**src/rtl/cfiq_pkg.sv**
```systemverilog
package cfiq_pkg;

  localparam int unsigned QTAB_LEN = 82;

  function automatic int unsigned lg2(input int unsigned v);
    int unsigned r;
    r = 0;
    for (int i = 0; i < 32; i++) begin
      if ((32'd1 << i) <= v) r = i;
    end
    return r;
  endfunction

  // Per-device query table byte for a given index below QTAB_LEN.
  function automatic logic [7:0] qtab_entry(input logic [6:0] ix,
                                            input int unsigned bank_w,
                                            input int unsigned blocks,
                                            input int unsigned sector_b);
    int unsigned last_blk;
    int unsigned size_lg;
    logic [7:0]  v;
    last_blk = blocks - 1;
    size_lg  = lg2(blocks) + lg2(sector_b);
    case (ix)
      7'h10: v = 8'h51;
      7'h11: v = 8'h52;
      7'h12: v = 8'h59;
      7'h13: v = 8'h01;
      7'h15: v = 8'h31;
      7'h1B: v = 8'h45;
      7'h1C: v = 8'h55;
      7'h1F, 7'h20: v = 8'h07;
      7'h21: v = 8'h0A;
      7'h23, 7'h24, 7'h25: v = 8'h04;
      7'h27: v = size_lg[7:0];
      7'h28: v = 8'h02;
      7'h2A: v = (bank_w == 1) ? 8'h08 : 8'h0B;
      7'h2C: v = 8'h01;
      7'h2D: v = last_blk[7:0];
      7'h2E: v = last_blk[15:8];
      7'h2F: v = sector_b[15:8];
      7'h30: v = sector_b[23:16];
      7'h31: v = 8'h50;
      7'h32: v = 8'h52;
      7'h33: v = 8'h49;
      7'h34: v = 8'h31;
      7'h35: v = 8'h30;
      7'h3F: v = 8'h01;
      default: v = 8'h00;
    endcase
    return v;
  endfunction

  // Number of result bytes kept for a log2 size code, capped at max_bytes.
  function automatic int unsigned keep_bytes(input int unsigned size_code,
                                             input int unsigned max_bytes);
    int unsigned lim;
    lim = lg2(max_bytes);
    if (size_code > lim) return max_bytes;
    return 32'd1 << size_code;
  endfunction

endpackage

```
**src/rtl/cfiq_rom.sv**
```systemverilog
module cfiq_rom
  import cfiq_pkg::*;
#(
  parameter int ADDR_W       = 16,
  parameter int BANK_W       = 2,
  parameter int BLOCKS       = 64,
  parameter int SECTOR_BYTES = 32'h20000
) (
  input  logic [ADDR_W-1:0] idx,
  output logic [7:0]        q,
  output logic              oob
);
  localparam logic [ADDR_W-1:0] TAB_END = ADDR_W'(QTAB_LEN);

  always_comb begin
    oob = (idx >= TAB_END);
    q   = oob ? 8'h00 : qtab_entry(idx[6:0], BANK_W, BLOCKS, SECTOR_BYTES);
  end
endmodule

```
**src/rtl/cfiq_chunk.sv**
```systemverilog
module cfiq_chunk
  import cfiq_pkg::*;
#(
  parameter int          ADDR_W       = 16,
  parameter int          BANK_W       = 2,
  parameter int          DEV_W        = 1,
  parameter int          MAX_DEV_W    = 2,
  parameter int          BLOCKS       = 64,
  parameter int          SECTOR_BYTES = 32'h20000,
  parameter logic [15:0] MFR_ID       = 16'h0089,
  parameter logic [15:0] DEV_ID       = 16'h0018
) (
  input  logic                clk,
  input  logic                rst_n,
  input  logic                id_mode,
  input  logic [ADDR_W-1:0]   addr,
  output logic [BANK_W*8-1:0] chunk
);
  localparam int unsigned SHIFT    = lg2(BANK_W) + lg2(MAX_DEV_W) - lg2(DEV_W);
  localparam bit          NARROWED = (DEV_W != MAX_DEV_W);
  localparam bit          UNSUP    = NARROWED && ((DEV_W != 1) || (BANK_W > 4));
  localparam int          RB       = (MAX_DEV_W > 2) ? MAX_DEV_W : 2;

  logic [ADDR_W-1:0] tab_idx;
  logic [7:0]        q;
  logic              q_oob;
  logic              id_other;
  logic [RB*8-1:0]   dev_resp;

  assign tab_idx = addr >> SHIFT;

  cfiq_rom #(
    .ADDR_W(ADDR_W), .BANK_W(BANK_W), .BLOCKS(BLOCKS), .SECTOR_BYTES(SECTOR_BYTES)
  ) u_rom (
    .idx(tab_idx), .q(q), .oob(q_oob)
  );

  always_comb begin
    id_other = (tab_idx[7:0] > 8'd1);
    dev_resp = '0;
    if (id_mode) begin
      if (tab_idx[7:0] == 8'd0)      dev_resp[15:0] = MFR_ID;
      else if (tab_idx[7:0] == 8'd1) dev_resp[15:0] = DEV_ID;
    end else if (!q_oob && !UNSUP) begin
      for (int b = 0; b < RB; b++) begin
        if (b == 0 || (NARROWED && b < MAX_DEV_W)) dev_resp[b*8 +: 8] = q;
      end
    end
  end

  // Lane replication: every device lane copies the per-device response.
  for (genvar j = 0; j < BANK_W; j++) begin : g_lane
    assign chunk[j*8 +: 8] = dev_resp[(j % DEV_W)*8 +: 8];
  end

  p_oob_zero_r4: assert property (@(posedge clk) disable iff (!rst_n)
    (!id_mode && q_oob) |-> (chunk == '0));

  p_id_other_zero_r8: assert property (@(posedge clk) disable iff (!rst_n)
    (id_mode && id_other) |-> (chunk == '0));

  if (UNSUP) begin : g_unsup_chk
    p_unsup_zero_r5: assert property (@(posedge clk) disable iff (!rst_n)
      !id_mode |-> (chunk == '0));
  end
endmodule

```
**src/rtl/cfi_query_fmt.sv**
```systemverilog
module cfi_query_fmt
  import cfiq_pkg::*;
#(
  parameter int          ADDR_W       = 16,
  parameter int          DATA_BYTES   = 4,
  parameter int          SIZE_W       = 2,
  parameter int          BANK_W       = 2,
  parameter int          DEV_W        = 1,
  parameter int          MAX_DEV_W    = 2,
  parameter int          BLOCKS       = 64,
  parameter int          SECTOR_BYTES = 32'h20000,
  parameter logic [15:0] MFR_ID       = 16'h0089,
  parameter logic [15:0] DEV_ID       = 16'h0018
) (
  input  logic                    clk,
  input  logic                    rst_n,
  input  logic                    rd_en,
  input  logic                    id_mode,
  input  logic [SIZE_W-1:0]       rd_size,
  input  logic [ADDR_W-1:0]       addr,
  output logic [DATA_BYTES*8-1:0] rd_data,
  output logic                    rd_valid
);
  localparam int NCHUNK    = (DATA_BYTES > BANK_W) ? (DATA_BYTES / BANK_W) : 1;
  localparam int WIDE_BITS = NCHUNK * BANK_W * 8;
  localparam int DBITS     = DATA_BYTES * 8;

  logic [WIDE_BITS-1:0] wide;
  logic [DBITS-1:0]     fmt;
  int unsigned          kept;

  for (genvar k = 0; k < NCHUNK; k++) begin : g_chunk
    logic [ADDR_W-1:0] chunk_addr;
    assign chunk_addr = addr + ADDR_W'(k * BANK_W);
    cfiq_chunk #(
      .ADDR_W(ADDR_W), .BANK_W(BANK_W), .DEV_W(DEV_W), .MAX_DEV_W(MAX_DEV_W),
      .BLOCKS(BLOCKS), .SECTOR_BYTES(SECTOR_BYTES), .MFR_ID(MFR_ID), .DEV_ID(DEV_ID)
    ) u_chunk (
      .clk(clk), .rst_n(rst_n), .id_mode(id_mode), .addr(chunk_addr),
      .chunk(wide[k*BANK_W*8 +: BANK_W*8])
    );
  end

  always_comb begin
    kept = keep_bytes(32'(rd_size), DATA_BYTES);
    for (int b = 0; b < DATA_BYTES; b++) begin
      fmt[b*8 +: 8] = (b < kept) ? wide[b*8 +: 8] : 8'h00;
    end
  end

  always_ff @(posedge clk or negedge rst_n) begin
    if (!rst_n) begin
      rd_data  <= '0;
      rd_valid <= 1'b0;
    end else begin
      rd_valid <= rd_en;
      if (rd_en) rd_data <= fmt;
    end
  end

  p_valid_follows_r2: assert property (@(posedge clk) disable iff (!rst_n)
    rd_en |=> rd_valid);

  p_idle_hold_r2: assert property (@(posedge clk) disable iff (!rst_n)
    !rd_en |=> (!rd_valid && $stable(rd_data)));

  if (DATA_BYTES > 1) begin : g_mask_chk
    p_byte_mask_r9: assert property (@(posedge clk) disable iff (!rst_n)
      (rd_en && rd_size == '0) |=> (rd_data[DBITS-1:8] == '0));
  end
endmodule

```
**config.mk**
```make
export PLATFORM = sky130hd
export DESIGN_NAME = cfi_query_fmt
export DESIGN_NICKNAME = d
export VERILOG_FILES = /design/src/rtl/cfiq_pkg.sv /design/src/rtl/cfiq_rom.sv /design/src/rtl/cfiq_chunk.sv /design/src/rtl/cfi_query_fmt.sv
export SDC_FILE = /design/constraint.sdc
export NUM_CORES = 1
export LEC_CHECK = 0
export ABC_CLOCK_PERIOD_IN_PS = 1100
export BUFFER_PORTS_ARGS = -buffer_cell sky130_fd_sc_hd__buf_2
export CAP_MARGIN = 20
export CORE_UTILIZATION = 29
export DETAILED_ROUTE_END_ITERATION = 10
export GPL_TIMING_DRIVEN = 0
export PLACE_DENSITY = 0.47
export SLEW_MARGIN = 10
export SYNTH_ARGS = -nofsm -noshare
export SYNTH_HDL_FRONTEND = slang
export SYNTH_SLANG_ARGS = --single-unit
```
**constraint.sdc**
```tcl
create_clock -name clk -period 1.1 [get_ports clk]
set_clock_uncertainty 0.1 [all_clocks]
set_input_delay 0.055 -clock clk [delete_from_list [all_inputs] [get_ports clk]]
set_output_delay 0.055 -clock clk [all_outputs]
set_load 0.01 [all_outputs]
```
==> results of run 1 <==
[metrics by stage]
stage / power [uW] / area (um2)
after global routing: 3720 / 4920
after floorplan: 1940 / 3280
after detailed placement: 2240 / 3690
after global placement: 2250 / 3690
final: 3550 / 4920
after CTS: 3440 / 4640
[path summary, 6_finish.rpt]
check,endpoint
worst max-delay path,rd_data[16]$_DFFE_PN0P_
worst min-delay path,rd_data[9]$_DFFE_PN0P_
worst max register to register,rd_data[16]$_DFFE_PN0P_
worst min register to register,rd_data[5]$_DFFE_PN0P_
max in group asynchronous,rd_data[10]$_DFFE_PN0P_
min in group asynchronous,rd_data[23]$_DFFE_PN0P_
[synthesized netlist by cell type (all sizes together), types with 3 or more instances]
library cell	number	share of area (%)
a21oi	23	3.7
a211oi	7	1.7
xnor2	5	1.4
a221oi	3	1.0
o311ai	3	1.1
and2	4	0.80
or2	6	1.2
dfrtp	33	26
o32ai	5	1.4
nor3b	3	0.72
a211o	3	0.84
nand2	38	4.9
clkbuf	9	1.1
nand2b	7	1.4
o22ai	7	1.4
nand3b	3	0.72
nand4	9	1.8
o211ai	3	0.88
a31oi	8	2.1
nand3	19	3.3
o21a	4	0.96
o21ai	40	6.7
nor2	19	2.6
nor4	9	2.2
o41ai	6	1.7
and3	6	1.2
buf	28	5.9
nor3	11	2.1
a21o	4	0.96
inv	20	2.4
a22oi	3	0.72
nor2b	5	1.0
[cells by family after synthesis]
group / after synthesis / share of synthesized area (%)
simple gates: 150 / 27.0
compound gates: 149 / 34.0
buf+inv: 59 / 9.56
flops: 33 / 26.3
xor+xnor: 7 / 2.19
mux: 2 / 0.637
fa+ha+maj: 1 / 0.398
[what timing repair did]
action                                  4_1_cts  5_1_grt
gates resized for setup                     138       59
hold buffers                                  2        0
hold endpoints to repair                     34        0
cloned                                        5        0
buffers inserted                             24       12
pin swaps                                    38       29
endpoints found under the setup margin       32       32
[layer usage]
metal | up-vias | part of all wire (%) | global-route usage, %
met1 | 1797 | 45 | 29.1
met2 | 116 | 48 | 35.8
li1 | 1717 | - | -
met5 | - | 0 | 0
met3 | 28 | 4.2 | 3.13
met4 | 0 | 2.7 | 5.46
[state kept, by name (all words and copies together) (netlist names)]
name      count
rd_data      32
rd_valid      1
[power groups by stage]
stage	Combinational (uW)	Sequential (uW)	Clock (uW)
floorplan	666	1270	0
global placement	989	1260	0
detailed placement	977	1260	0
CTS	1300	1240	899
global route	1530	1240	948
finish	1430	1240	875
[area by class of cell]
| class | count | area [um2] |
|---|---|---|
| multi-input combinational | 309 | 2650 |
| clock inverter | 2 | 10.0 |
| timing repair buffer | 92 | 726 |
| inverter | 22 | 93.8 |
| sequential | 33 | 826 |
| tap | 136 | 170 |
| clock buffer | 6 | 72.6 |
| buffer | 35 | 378 |
| fill | 1016 | 5490 |
[worst min-delay path: stages]
cell	delay (ns)
buf_2	0.07
or2_2	0.12
a22o_1	0.12
==> flow_metrics.tcl, run 1 <==
set metrics [dict create \
    synthArstFlopShare_pct 100 \
    rr_startpoint "rd_data[16]$_DFFE_PN0P_" \
    relSlewSlack_pct 50.5 \
    yosysUniqueCellTypes 83 \
    synth_top_flop_cell "dfrtp_1" \
    antenna_found_initial 0 \
    cp_num_cells 9 \
    numPlacedInstances 586 \
    crit_path_cell_trace "buf_8 > ha_4 > or2_4 > a32oi_1 > nor2_1 > a31oi_1 > a221oi_2 > o41a_1 > a221o_1" \
    die_x_um 106 \
    reg2reg_depth 1 \
    layout_setup_ws_ns -0.700 \
    slowest_delay_ns 0.36 \
    synth_area_per_cell_um2 7.83 \
    hold_depth 3 \
    cts_root_buf "clkbuf_8" \
    ys_warn_count 0 \
    htree_levels 2 \
    antennaDiodeCount 0 \
    crit_required_ns 1.17 \
    post-place-ws_ns -1.19 \
    fin_cells 635 \
    holdWs_ns 0.0124 \
    drc 0 \
    drtPass1Iterations 5 \
    mostFrequentLayoutCells "buf_2 (45), buf_4 (34), dfrtp_1 (33), nand2_1 (28)" \
    hold_viol_final 0 \
    die-area_um2 11300 \
    grt_pass1_vias 3642 \
    post-route-period-util_pct 164 \
    initial_utilization_pct 30.2 \
    synth_edf_count 0 \
    synthToLayoutAreaGrowth_pct 56.7 \
    p_leak_uw 0.00199 \
    pwr-share-clk_pct 24.7 \
    final-max-slew-violation-count 0 \
    crit_path_end_kind "flop" \
    worstMarginPinSlew_ns 0.742 \
    ios 55 \
    gp_congestion 0.886 \
    arrival_ns 1.87 \
    cp_slowest_cell "o41a_1" \
    final_util_pct 47.3 \
    syn_inst 401 \
    setup-violations-final 32 \
    internal-power_uw 2290 \
    ir_drop_uv 576 \
    hpwl_um 8510 \
    path_class "in -> reg" \
    synth_nets 424 \
    grt_pass1_wl_um 19300 \
    cts_max_path_buffers 2 \
    drt_iter0_drc 164 \
    die_height_um 106 \
    via_per_inst 5.76 \
    holdCritStartpoint "rd_size[0]" \
    start_kind "input port" \
    p_seq_share_pct 35.0 \
    hp-class "in -> reg" \
    postRouteAntennaNets 0 \
    cts_sinks 33 \
    period_needed_ns 1.80 \
    cts_tree "built" \
    grt_max_degree 34 \
    violations "negative setup slack" \
    syn-cell-area_um2 3140 \
    crit_path_start "addr[2]" \
    wl_um 11900 \
    fmax_mhz 556 \
    cap_viol_max_count 0 \
    place.port_buffers 49 \
    p_sw_share_pct 35.4 \
    yosysSeqAreaShare_pct 26.3 \
    finalNetCount 521 \
    crit_family "compound AO/OA/AOI/OAI gates" \
    rsz0062_at_grt "true" \
    cts.clk_slew.worst_paths_ns 0.07 \
    fin_setup_tns_ns -12.95 \
    ys_ff_latch 33 \
    combPwrFrac_pct 40.4 \
    rrSetupSlack_ns 0.17 \
    drive_above_1_share_pct 50.3 \
    rows 37 \
    status "complete, but fails checks" \
    wl_per_cell_um 18.8 \
    critPathBufInv 1 \
    switchingPower_uw 1260 \
    clk_latency_ns 0.28 \
    dr_total_vias 3658 \
    crit_fanout 4 \
    grt_overflow 0 \
    gr-usage-all-layers_pct 21.5 \
    layout_commonest_cell "buf_2" \
    core_area_um2 10400 \
    p_per_area_nw_per_um2 720 \
    cts_buffers 5 \
]
(Power assumes the default switching activity.)
==> run 2, diff against run 1 <==
--- a/config.mk
+++ b/config.mk
@@ -5,6 +5,7 @@
 export SDC_FILE = /design/constraint.sdc
 export NUM_CORES = 1
 export LEC_CHECK = 0
+export ABC_AREA = 1
 export ABC_CLOCK_PERIOD_IN_PS = 1100
 export BUFFER_PORTS_ARGS = -buffer_cell sky130_fd_sc_hd__buf_2
 export CAP_MARGIN = 20
==> run 2 against run 1 <==
Net effect: the run still ends with negative setup slack left; global-route usage decreased by 3.2 points; combinational power decreased by 35%; register-to-register slack improved by 0.17 ns; design area shrank 9.7%; total power shrank 11%; highest routed layer unchanged; critical endpoint unchanged.
==> flow_metrics.tcl, run 2 <==
set metrics [dict create \
    crit_path_end_kind "flop" \
    worstMarginPinSlew_ns 0.482 \
    grt_pass1_wl_um 14800 \
    cts.clk_slew.worst_paths_ns 0.07 \
    crit_family "simple AND/OR/NAND/NOR gates" \
    yosysUniqueCellTypes 30 \
    synthArstFlopShare_pct 100 \
    arrival_ns 1.69 \
    cts_sinks 33 \
    fmax_mhz 632 \
    postRouteAntennaNets 0 \
    post-route-period-util_pct 144 \
    numPlacedInstances 661 \
    violations "negative setup slack" \
    post_dp_cell_area_um2 3380 \
    dr_total_vias 3338 \
    via_per_inst 4.71 \
    synth_top_flop_cell "dfrtp_1" \
    fin_cells 708 \
    mostFrequentLayoutCells "nand2_1 (115), nor2_1 (56), buf_2 (45), inv_1 (43), dfrtp_1 (33)" \
    synthToLayoutAreaGrowth_pct 59.6 \
    top_register "rd_data" \
    pwr-share-clk_pct 31.1 \
    cts_max_path_buffers 2 \
    period_needed_ns 1.58 \
    hp-class "in -> reg" \
    crit_fanout 4 \
    die-area_um2 10000 \
    hpwl_um 7000 \
    place.port_buffers 51 \
    cts_buffers 5 \
    synth_area_per_cell_um2 5.79 \
    p_sw_share_pct 32.4 \
    drtPass1Iterations 4 \
    start_kind "input port" \
    switchingPower_uw 1020 \
    finalNetCount 601 \
    crit_required_ns 1.21 \
    synth_edf_count 0 \
    layout_setup_ws_ns -0.483 \
    antenna_found_initial 0 \
    multi_input_area_um2 2380 \
    die_x_um 100 \
    relSlewSlack_pct 67.9 \
    synth.most_common_cell "nand2_1" \
    wl_um 9110 \
    status "complete, but fails checks" \
    rsz0062_at_grt "true" \
    internal-power_uw 2130 \
    fin_area_um2 4450 \
    syn_inst 481 \
    grt_pass1_vias 3089 \
    synth_top_area_share_pct 29.6 \
    final-max-slew-violation-count 0 \
    p_seq_share_pct 39.3 \
    crit_path_cell_trace "buf_8 > ha_4 > inv_1 > nor2_2 > inv_1 > nor2_1 > nand3_2 > nand2_2 > nor2_2 > nand2_1 > nor2_2 > nand2_2 > nand3_2 > nand3_2" \
    hold_viol_final 0 \
    combPwrFrac_pct 29.7 \
    path_class "in -> reg" \
    grt_overflow 0 \
    p_per_area_nw_per_um2 710 \
    drive_above_1_share_pct 43.4 \
    critPathBufInv 3 \
    synth_nets 504 \
    ir_drop_uv 462 \
    ys_warn_count 0 \
    cp_slowest_cell "ha_4" \
    cts_tree "built" \
    drc 0 \
    ios 55 \
    synth_top_area_cell "dfrtp_1" \
    largest_reg_flops 32 \
    gp_congestion 0.866 \
    cap_viol_max_count 0 \
    htree_levels 2 \
    initial_utilization_pct 30.0 \
    antennaDiodeCount 0 \
    syn-cell-area_um2 2790 \
    grt_max_degree 34 \
    clk_latency_ns 0.27 \
    ys_ff_latch 33 \
    num-fill-cells 981 \
    ys_top_cells_by_count "nand2_1 (156), nor2_1 (93), inv_1 (56)" \
    yosysSeqAreaShare_pct 29.6 \
    rows 35 \
    layout_commonest_cell "nand2_1" \
    die_height_um 100 \
    cts_root_buf "clkbuf_8" \
    core_area_um2 9280 \
    drt_iter0_drc 126 \
    fin_setup_tns_ns -10.72 \
    wl_per_cell_um 12.9 \
    slowest_delay_ns 0.31 \
    top_regs "rd_data (32), rd_valid (1)" \
    seq_area_um2 826 \
    gr-usage-all-layers_pct 18.3 \
    p_leak_uw 0.00224 \
    ys_top_cells_by_area "dfrtp_1 (30%), nand2_1 (21%), nor2_1 (13%)" \
    setup-violations-final 30 \
]
-- run 2: metal layers --
metal  up-vias  routed length (um)  global-route usage [%]
met1      1527                4310                    25.1
met3         9                 310                    1.67
met5         -                   0                       0
met2        69                4390                    31.3
li1       1733                   -                       -
met4         0                  93                    4.24
-- run 2: layout make-up --
type	count	area share (%)
buffer	9	2.03
clock buffer	7	2.17
clock inverter	1	0.113
inverter	59	5.29
multi-input combinational	380	53.6
sequential	33	18.6
tap	129	3.63
timing repair buffer	90	14.6
-- run 2: power by group through the flow --
stage               Combinational (uW)  Sequential, uW  Clock [uW]
floorplan                          418            1270           0
global placement                   653            1260           0
detailed placement                 650            1260           0
CTS                                822            1240        1020
global route                      1030            1240        1060
finish                             936            1240         981
-- run 2: kinds of logic after synthesis --
kind of cell    after synthesis  synth area share, %
compound gates               35                 7.23
xor+xnor                      2                0.629
fa+ha+maj                     1                0.449
buf+inv                      68                 9.74
flops                        33                 29.6
simple gates                342                 52.3
-- run 2: timing repair --
| item | 4_1_cts | 5_1_grt |
|---|---|---|
| endpoints found under the setup margin | 30 | 55 |
| resized for setup | 111 | 82 |
| hold buffers | 2 | 0 |
| cloned | 2 | 0 |
| pin swaps | 42 | 52 |
| buffers inserted | 22 | 13 |
| endpoints found under the hold margin | 34 | 0 |
-- run 2: worst min-delay path: stages --
cell,delay [ns]
buf_2,0.13
nand4_1,0.11
o21ai_1,0.06
-- run 2: worst paths after layout --
| path | cells after the start | start | to | slack, ns |
|---|---|---|---|---|
| min in group asynchronous | 2 | rst_n | rd_data[17]$_DFFE_PN0P_ | 0.19 |
| max in group asynchronous | 2 | rst_n | rd_data[7]$_DFFE_PN0P_ | 0.39 |
| worst max-delay path | 14 | addr[2] | rd_data[16]$_DFFE_PN0P_ | -0.48 |
| worst max register to register | 2 | rd_data[20]$_DFFE_PN0P_ | rd_data[20]$_DFFE_PN0P_ | 0.34 |
| worst min-delay path | 3 | rd_size[1] | rd_data[18]$_DFFE_PN0P_ | 0.02 |
| worst min register to register | 2 | rd_data[25]$_DFFE_PN0P_ | rd_data[25]$_DFFE_PN0P_ | 0.37 |
-- run 2: stage by stage --
stage	power [uW]	util (%)	setup WS (ns)	hold slack, ns
5_1_grt	3330	47.9	-0.618	0.0231
4_1_cts	3080	43.6	-0.464	0.00867
6_report	3160	47.9	-0.483	0.0169
3_3_place_gp	1920	36.4	-0.927	0.0558
2_1_floorplan	1690	-	-0.439	-0.341
3_5_place_dp	1910	36.4	-0.970	0.0599
==> run 3, diff against run 2 <==
--- a/config.mk
+++ b/config.mk
@@ -7,12 +7,12 @@
 export LEC_CHECK = 0
 export ABC_AREA = 1
 export ABC_CLOCK_PERIOD_IN_PS = 1100
-export BUFFER_PORTS_ARGS = -buffer_cell sky130_fd_sc_hd__buf_2
 export CAP_MARGIN = 20
 export CORE_UTILIZATION = 29
 export DETAILED_ROUTE_END_ITERATION = 10
+export DONT_BUFFER_PORTS = 1
 export GPL_TIMING_DRIVEN = 0
-export PLACE_DENSITY = 0.47
+export PLACE_DENSITY = 0.43
 export SLEW_MARGIN = 10
 export SYNTH_ARGS = -nofsm -noshare
 export SYNTH_HDL_FRONTEND = slang
==> run 3 against run 2 <==
Net effect: the run ends with negative hold slack, negative setup slack left; design area fell by 9.0%; non-clock buffer count down 47; cell count decreased by 6.6%; total power fell by 5.6%; clock power is 7.2% lower; combinational power down 13%; global-route usage up 0.89 points; critical endpoint is now rd_data[24]$_DFFE_PN0P_.
==> flow_metrics.tcl, run 3 (synthesized netlist as in run 2, its figures left out) <==
set metrics [dict create \
    mostFrequentLayoutCells "nand2_1 (123), nor2_1 (56), inv_1 (41), dfrtp_1 (33), nand3_1 (32)" \
    numPlacedInstances 610 \
    antenna_found_initial 0 \
    relSlewSlack_pct 69.0 \
    top_regs "rd_data (32), rd_valid (1)" \
    cts_sinks 33 \
    multi_input_area_um2 2270 \
    crit_path_frequent_cell "nand2_2" \
    p_leak_uw 0.00194 \
    ios 55 \
    cts_max_path_buffers 2 \
    drc 0 \
    post_dp_cell_area_um2 3120 \
    post-route-period-util_pct 134 \
    highest_layer "met4" \
    crit_required_ns 1.17 \
    period_needed_ns 1.48 \
    layout_setup_ws_ns -0.379 \
    hold_viol_final 2 \
    crit_family "simple AND/OR/NAND/NOR gates" \
    die_height_um 100 \
    power.total_uw 2980 \
    rrSetupSlack_ns 0.30 \
    fin_setup_tns_ns -8.87 \
    holdWs_ns -0.00383 \
    dr_total_vias 3203 \
    worstMarginPinSlew_ns 0.465 \
    cts_buffers 5 \
    violations "negative hold slack, negative setup slack" \
    num-fill-cells 1039 \
    place.port_buffers 0 \
    fin_area_um2 4050 \
    largest_reg_flops 32 \
    drtPass1Iterations 4 \
    ir_drop_uv 393 \
    start_kind "input port" \
    postRouteAntennaNets 0 \
    wl_um 9320 \
    cts.clk_slew.worst_paths_ns 0.07 \
    critPathBufInv 3 \
    status "complete, but fails checks" \
    path_class "in -> reg" \
    arrival_ns 1.55 \
    setup-violations-final 31 \
    fmax_mhz 676 \
    slowest_delay_ns 0.17 \
    wl_met2_um 4300 \
    gp_congestion 0.869 \
    layout_commonest_cell "nand2_1" \
    htree_levels 2 \
    cap_viol_max_count 0 \
    grt_pass1_vias 3122 \
    clk_latency_ns 0.29 \
    seq_area_um2 826 \
    hpwl_um 7130 \
    m1WireLength_um 4460 \
    top_register "rd_data" \
    synthToLayoutAreaGrowth_pct 45.3 \
    crit_path_end_kind "flop" \
    initial_utilization_pct 30.0 \
    cts_root_buf "clkbuf_8" \
    gr-usage-all-layers_pct 19.2 \
    grt_pass1_wl_um 15400 \
    wl_per_cell_um 14.1 \
    drt_iter0_drc 188 \
    antennaDiodeCount 0 \
    grt_overflow 0 \
    drive_above_1_share_pct 34.2 \
    die-area_um2 10000 \
    finalNetCount 554 \
    rsz0062_at_grt "true" \
    core_area_um2 9280 \
    crit_path_cell_trace "buf_12 > nand2_8 > nor2_4 > nand2_2 > nand2_2 > nand2_4 > buf_6 > buf_6 > nand3_4 > nand2_2 > nor2_2 > nand2_1 > nor2_2 > nand2_2 > nand3_2 > nand3_1" \
    final-max-slew-violation-count 0 \
    cts_tree "built" \
    grt_max_degree 34 \
    hp-class "in -> reg" \
    rows 35 \
    die_x_um 100 \
    fin_cells 661 \
    crit_fanout 6 \
    via_per_inst 4.85 \
    cp_slowest_cell "nor2_4" \
    met3RoutedLength_um 479 \
    p_per_area_nw_per_um2 736 \
]
==> run 3: worst paths after layout <==
path                                               from                       to  cells past startpoint
max in group asynchronous                         rst_n  rd_data[30]$_DFFE_PN0P_                      2
worst max-delay path                            addr[2]  rd_data[24]$_DFFE_PN0P_                     16
worst max register to register  rd_data[15]$_DFFE_PN0P_  rd_data[15]$_DFFE_PN0P_                      2
worst min-delay path                         rd_size[1]  rd_data[22]$_DFFE_PN0P_                      4
worst min register to register  rd_data[21]$_DFFE_PN0P_  rd_data[21]$_DFFE_PN0P_                      2
min in group asynchronous                         rst_n  rd_data[21]$_DFFE_PN0P_                      2
==> run 3: per-stage QoR <==
stage               setup slack, ns  utilization [%]
floorplan                    -0.439                -
global placement             -0.805             33.6
detailed placement           -0.811             33.6
CTS                          -0.346             41.8
global route                 -0.511             43.6
finish                       -0.379             43.6
==> run 3: layout make-up <==
| type | count | share of cell area (%) |
|---|---|---|
| flip-flops and latches | 33 | 20.4 |
| well taps | 129 | 3.99 |
| plain buffers | 9 | 2.22 |
| repair buffers | 43 | 9.64 |
| clock inverters | 3 | 0.433 |
| inverters | 59 | 5.62 |
| clock buffers | 5 | 1.70 |
| multi-input cells | 380 | 56.0 |
==> run 3: routing by layer <==
layer  track usage [%]  vias up
li1                  -     1638
met1              27.5     1485
met2              30.2       74
met3              3.34        6
met4              4.01        0
met5                 0        -
==> run 3: timing repair <==
item	4_1_cts	5_1_grt
setup buffers	32	5
hold endpoints to repair	52	4
endpoints found under the setup margin	30	32
pin swaps	54	30
hold buffers	5	1
gates resized for setup	107	38
==> run 3: where the power goes <==
| part | switching, uW | internal [uW] |
|---|---|---|
| Clock | 473 | 437 |
| Sequential | 20.2 | 1230 |
| Combinational | 522 | 296 |
| Total | 1020 | 1960 |
==> run 3: tightest hold or removal path: cells and delay by family <==
family,cells,cell delay (ns)
and+or+nand+nor,4,0.29
